===== config.mk =====
export PLATFORM = sky130hd
export DESIGN_NAME = carrier_gen
export DESIGN_NICKNAME = d
export VERILOG_FILES = /design/src/rtl/cg_pkg.sv /design/src/rtl/cg_ctrl_regs.sv /design/src/rtl/cg_prescaler.sv /design/src/rtl/cg_phase_counter.sv /design/src/rtl/carrier_gen.sv
export SDC_FILE = /design/constraint.sdc
export NUM_CORES = 1
export LEC_CHECK = 0
export BUFFER_PORTS_ARGS = -buffer_cell sky130_fd_sc_hd__buf_2
export CAP_MARGIN = 10
export CORE_MARGIN = 1.5
export CORE_UTILIZATION = 29
export DETAILED_ROUTE_END_ITERATION = 7
export HOLD_SLACK_MARGIN = 0.06
export RECOVER_POWER = 50
export SETUP_SLACK_MARGIN = 0.02
export SLEW_MARGIN = 15
export SYNTH_ARGS = -nofsm -noshare
export SYNTH_HDL_FRONTEND = slang
export SYNTH_SLANG_ARGS = --single-unit
export TNS_END_PERCENT = 20

===== constraint.sdc =====
create_clock -name clk -period 3.1 [get_ports clk]
set_clock_uncertainty 0.1 [all_clocks]
set_input_delay 0.31 -clock clk [delete_from_list [all_inputs] [get_ports clk]]
set_output_delay 0.31 -clock clk [all_outputs]
set_load 0.02 [all_outputs]

===== src/rtl/cg_pkg.sv =====
package cg_pkg;

    typedef enum logic {
        PH_LOW  = 1'b0,
        PH_HIGH = 1'b1
    } phase_e;

    // Bit 3 down to bit 0 of the control word.
    typedef struct packed {
        logic hi_stretch;
        logic wave_en;
        logic half_rate;
        logic run;
    } ctrl_t;

    localparam int CTRL_W = $bits(ctrl_t);

    // New control word from a write; the rate bit is locked while running.
    function automatic ctrl_t merge_ctrl(input ctrl_t cur, input logic [CTRL_W-1:0] wd);
        ctrl_t nxt;
        nxt = ctrl_t'(wd);
        if (cur.run) begin
            nxt.half_rate = cur.half_rate;
        end
        return nxt;
    endfunction

endpackage


===== src/rtl/cg_ctrl_regs.sv =====
module cg_ctrl_regs
    import cg_pkg::*;
#(
    parameter int W = 8
) (
    input  logic              clk,
    input  logic              rst,
    input  logic              ctrl_we,
    input  logic [CTRL_W-1:0] ctrl_wdata,
    input  logic              hi_we,
    input  logic              lo_we,
    input  logic [W-1:0]      reload_wdata,
    output ctrl_t             ctrl_o,
    output logic [W-1:0]      hi_o,
    output logic [W-1:0]      lo_o
);

    ctrl_t        ctrl_q;
    logic [W-1:0] hi_q;
    logic [W-1:0] lo_q;

    always_ff @(posedge clk) begin
        if (rst) begin
            ctrl_q <= '0;
            hi_q   <= '0;
            lo_q   <= '0;
        end else begin
            if (ctrl_we) begin
                ctrl_q <= merge_ctrl(ctrl_q, ctrl_wdata);
            end
            if (hi_we) begin
                hi_q <= reload_wdata;
            end
            if (lo_we) begin
                lo_q <= reload_wdata;
            end
        end
    end

    assign ctrl_o = ctrl_q;
    assign hi_o   = hi_q;
    assign lo_o   = lo_q;

    // source selection cannot move while the counter runs
    a_r10_rate_locked: assert property (@(posedge clk) disable iff (rst)
        ctrl_q.run |=> $stable(ctrl_q.half_rate));

endmodule


===== src/rtl/cg_prescaler.sv =====
module cg_prescaler (
    input  logic clk,
    input  logic rst,
    input  logic run_i,
    input  logic half_i,
    output logic tick_o
);

    logic div_q;

    always_ff @(posedge clk) begin
        if (rst) begin
            div_q <= 1'b0;
        end else if (run_i) begin
            div_q <= ~div_q;
        end
    end

    assign tick_o = run_i & (~half_i | div_q);

    // at half rate two ticks never come back to back
    a_r3_half_spacing: assert property (@(posedge clk) disable iff (rst)
        (tick_o && half_i) |=> !tick_o);

    // no tick while stopped
    a_r4_no_tick_stopped: assert property (@(posedge clk) disable iff (rst)
        !run_i |-> !tick_o);

endmodule


===== src/rtl/cg_phase_counter.sv =====
module cg_phase_counter
    import cg_pkg::*;
#(
    parameter int W = 8
) (
    input  logic         clk,
    input  logic         rst,
    input  logic         run_i,
    input  logic         tick_i,
    input  logic         wave_en_i,
    input  logic         stretch_i,
    input  logic [W-1:0] hi_i,
    input  logic [W-1:0] lo_i,
    output phase_e       phase_o,
    output logic         underflow_o,
    output logic         rise_o
);

    localparam int CW = W + 1;

    logic [CW-1:0] cnt_q;
    phase_e        ph_q;
    logic          uf_q;
    logic          rise_q;
    logic [CW-1:0] hi_load;
    logic [CW-1:0] lo_load;

    assign hi_load = {1'b0, hi_i} + {{W{1'b0}}, stretch_i};
    assign lo_load = {1'b0, lo_i};

    always_ff @(posedge clk) begin
        if (rst) begin
            cnt_q  <= '0;
            ph_q   <= PH_LOW;
            uf_q   <= 1'b0;
            rise_q <= 1'b0;
        end else begin
            uf_q   <= 1'b0;
            rise_q <= 1'b0;
            if (tick_i) begin
                if (cnt_q == '0) begin
                    uf_q <= 1'b1;
                    if (ph_q == PH_LOW) begin
                        ph_q   <= PH_HIGH;
                        cnt_q  <= hi_load;
                        rise_q <= wave_en_i;
                    end else begin
                        ph_q  <= PH_LOW;
                        cnt_q <= lo_load;
                    end
                end else begin
                    cnt_q <= cnt_q - 1'b1;
                end
            end
        end
    end

    assign phase_o     = ph_q;
    assign underflow_o = uf_q;
    assign rise_o      = rise_q;

    // a stopped counter keeps its value and phase
    a_r4_hold_count: assert property (@(posedge clk) disable iff (rst)
        !run_i |=> ($stable(cnt_q) && $stable(ph_q)));

    // every underflow pulse comes with a phase change
    a_r12_flip_on_uf: assert property (@(posedge clk) disable iff (rst)
        uf_q |-> (ph_q != $past(ph_q)));

    // the phase never changes without an underflow pulse
    a_r12_uf_on_flip: assert property (@(posedge clk) disable iff (rst)
        (ph_q != $past(ph_q)) |-> uf_q);

    // rise marker only on entry into the high phase
    a_r11_rise_entry: assert property (@(posedge clk) disable iff (rst)
        rise_q |-> (ph_q == PH_HIGH && $past(ph_q) == PH_LOW));

endmodule


===== src/rtl/carrier_gen.sv =====
module carrier_gen
    import cg_pkg::*;
#(
    parameter int W = 8
) (
    input  logic         clk,
    input  logic         rst,
    input  logic         ctrl_we,
    input  logic [3:0]   ctrl_wdata,
    input  logic         hi_we,
    input  logic         lo_we,
    input  logic [W-1:0] reload_wdata,
    output logic         carrier_o,
    output logic         underflow_o,
    output logic         carrier_tick_o,
    output logic         cfg_err_o
);

    ctrl_t        ctrl;
    logic [W-1:0] hi_val;
    logic [W-1:0] lo_val;
    logic         tick;
    logic         stretch_eff;
    phase_e       phase;
    logic         rise;

    cg_ctrl_regs #(.W(W)) u_regs (
        .clk          (clk),
        .rst          (rst),
        .ctrl_we      (ctrl_we),
        .ctrl_wdata   (ctrl_wdata),
        .hi_we        (hi_we),
        .lo_we        (lo_we),
        .reload_wdata (reload_wdata),
        .ctrl_o       (ctrl),
        .hi_o         (hi_val),
        .lo_o         (lo_val)
    );

    cg_prescaler u_pre (
        .clk    (clk),
        .rst    (rst),
        .run_i  (ctrl.run),
        .half_i (ctrl.half_rate),
        .tick_o (tick)
    );

    // Stretching only counts when the carrier is enabled.
    assign stretch_eff = ctrl.hi_stretch & ctrl.wave_en;

    cg_phase_counter #(.W(W)) u_cnt (
        .clk         (clk),
        .rst         (rst),
        .run_i       (ctrl.run),
        .tick_i      (tick),
        .wave_en_i   (ctrl.wave_en),
        .stretch_i   (stretch_eff),
        .hi_i        (hi_val),
        .lo_i        (lo_val),
        .phase_o     (phase),
        .underflow_o (underflow_o),
        .rise_o      (rise)
    );

    assign carrier_o      = ctrl.wave_en & (phase == PH_HIGH);
    assign carrier_tick_o = rise;
    assign cfg_err_o      = stretch_eff & (hi_val == '0);

    // carrier held low while generation is disabled
    a_r7_low_when_off: assert property (@(posedge clk) disable iff (rst)
        !ctrl.wave_en |-> !carrier_o);

    // outputs quiet in the first cycle after reset
    a_r1_reset_quiet: assert property (@(posedge clk)
        $past(rst) |-> (!carrier_o && !underflow_o && !carrier_tick_o));

endmodule


==> results.yml <==
layout:
  final_core_util: 0.340
  regArea_um2: 661
  layout_commonest_cell: "dfxtp_1"
  design_area_mm2: 0.00186
  fin_nets: 219
  num_antenna_cells: 0
  drive_gt1_frac: 0.170
  layout_common_cells: "dfxtp_1, nor2_1, mux2i_1"
  fillers: 586
  syn_to_final_growth_pct: 13.8
  layout.cells.non_filler: 272
  multi_input_area_um2: 907
hold_path:
  hold_class: "input pin to flop"
  hold_depth: 3
  hold_start: "ctrl_wdata[1]"
  holdPathEnd: "u_regs.ctrl_o[1]"
floorplan:
  die_y_um: 78.1
  fp.coreArea_mm2: 0.00547
  die_w_um: 78.1
  start_util: 0.299
  fp.dieArea_mm2: 0.00610
  row_count: 27
  ios: 21
worst_setup_path:
  r2r_start: "u_regs.ctrl_o[2]"
  reg2regPathDepth: 7
  cp-end-kind: "flop"
  setup.worst_path.class: "flop to flop"
  reg2reg_to: "u_cnt.cnt_q[6]"
  crit_arrival_ns: 2.07
  crit_fanout: 4
  critPathRequiredTime_ns: 3.20
  critPathLaunchType: "flop"
  rrSetupSlack_ns: 1.13
sta:
  relSlewSlack: 0.119
  worstMarginPinSlew_ns: 1.32
  finalHoldViolCount: 0
  setup_tns_ns: 0
  setup_viol: 0
  period_needed_ns: 1.97
  fin_ws_ns: 1.13
  rsz0062_at_grt: "false"
  min_period_over_period: 0.635
  final_max_slew_viol_count: 0
  holdWs_ns: 0.161
  clock.fmax_mhz: 508
logic_synthesis:
  ys.flop_type: "dfxtp_1"
  synth.distinct_cells: 41
  ys_seq_elements: 33
  avgSynthCellArea_um2: 8.94
  synth_edf_count: 0
  yosys_warnings: 0
  synth_top_area_frac: 0.404
  syn-cell-area_mm2: 0.00164
  synth_top_cells_by_area: "dfxtp_1, mux2i_1, nor2_1, nand2_1, nand3_1"
  synthArstFlopShare: 0
  synth_top_area_cell: "dfxtp_1"
  syn_inst: 183
  syn-num-nets: 203
  ys_seq_area_frac: 0.404
place:
  dp.cells: 264
  dpl.hpwl_um: 2620
  dpl_worst_slack_ns: 1.13
  gp_congestion: 0.818
  placed_cell_area_mm2: 0.00178
  io_buffers: 20
grt:
  overflow: 0
  grt_pass1_vias: 1265
  grt_pass1_wl_um: 6070
  grt_max_degree: 31
  antenna_found_initial: 0
  grt_usage: 0.128
detailed_routing:
  drc: 0
  first_pass_iters: 4
  wirelength_um: 3490
  vias_per_cell: 4.99
  dr.first_iter.drc_count: 70
  wl_per_cell_um: 12.8
  final_antenna_net_count: 0
  routed-via-count: 1357
pwr:
  p_total_mw: 1.01
  peakVddDrop_v: 0.000282
  power.density_mw_per_mm2: 543
  p_leak_nw: 0.780
status:
  outcome: "finished, final reports clean"
cts:
  cts_tree: "done"
  cts-root-buf: "clkbuf_8"
  clock_sinks: 33
  cts_made_buffers: 5
  worstSkewPairLatency_ns: 0.28
  clk_pin_slew_ns: 0.07
  postCtsSetupRepairBufs: 0
  htree_levels: 2
  clockBufferDepth: 2
  post_cts_resize_count: 0
  ctsHoldBuffers: 0
job:
  cap_violations: 0
==> critical path, stage by stage, from the launching register on <==
cell and delay, ns:
dfxtp_1 0.36, and2_1 0.17, ha_1 0.19, ha_1 0.22, nand2_1 0.10, or4_1 0.40, and4_4 0.19, o31ai_1 0.17
==> final cells by class <==
type                       count  area share
inverter                       6      0.0121
multi-input combinational    133       0.487
clock inverter                 2     0.00538
timing repair buffer          20      0.0531
clock buffer                   6      0.0390
tap                           72      0.0484
sequential                    33       0.355
==> cell usage after synthesis (3+ instances only) <==
| master | count |
|---|---|
| nand2b_1 | 3 |
| xnor2_1 | 4 |
| dfxtp_1 | 33 |
| nand3_1 | 8 |
| nand2_1 | 12 |
| buf_2 | 3 |
| nor2_1 | 25 |
| and3_1 | 4 |
| nor3_1 | 5 |
| inv_1 | 6 |
| a21oi_1 | 3 |
| o2111ai_1 | 3 |
| o22ai_1 | 3 |
| mux2i_1 | 24 |
| nor4_1 | 5 |
| and2_1 | 3 |
| clkbuf_1 | 7 |
| ha_1 | 3 |
==> worst max path at each step <==
stage | from | endpoint | slack [ns] | cells past startpoint
2_1_floorplan | u_regs.ctrl_o[2] | u_cnt.cnt_q[6] | 1.29 | 7
3_3_place_gp | u_regs.ctrl_o[2] | u_cnt.cnt_q[6] | 1.18 | 7
3_5_place_dp | u_regs.ctrl_o[2] | u_cnt.cnt_q[6] | 1.13 | 7
4_1_cts | u_regs.ctrl_o[2] | u_cnt.cnt_q[6] | 1.11 | 7
5_1_grt | u_regs.ctrl_o[2] | u_cnt.cnt_q[6] | 0.96 | 7
6_report | u_regs.ctrl_o[2] | u_cnt.cnt_q[6] | 1.13 | 7
==> cell families (layout without fill, tap and decap cells) <==
kind of cell,after synthesis,count (layout),share of synthesized area
fa+ha+maj,3,3,0.0230
flops,33,33,0.404
compound gates,23,23,0.103
mux,25,25,0.154
buf+inv,17,34,0.0413
xor+xnor,5,5,0.0268
simple gates,77,77,0.249
==> where the power goes <==
group          leakage, nW  switching, mW  internal (mW)
sequential           0.271         0.0363          0.453
combinational        0.464          0.120         0.0936
clock               0.0450          0.153          0.155
total                0.780          0.309          0.702
==> metal layers <==
metal | share of wire | global-route usage | vias up | wire length (um)
met5 | 0 | 0 | - | 0
met4 | 0.019 | 0.0536 | 0 | 68
met3 | 0.033 | 0.0314 | 5 | 114
met2 | 0.46 | 0.195 | 30 | 1590
met1 | 0.49 | 0.171 | 636 | 1720
li1 | - | - | 686 | -
==> sequential cells by signal, indices dropped and copies added, names as in the netlist <==
name / cells
u_cnt.phase_o: 1
u_regs.lo_o: 8
u_regs.hi_o: 8
u_pre.div_q: 1
u_cnt.underflow_o: 1
u_cnt.rise_o: 1
u_regs.ctrl_o: 4
u_cnt.cnt_q: 9
No activity file was read; power rests on OpenSTA's default activity.
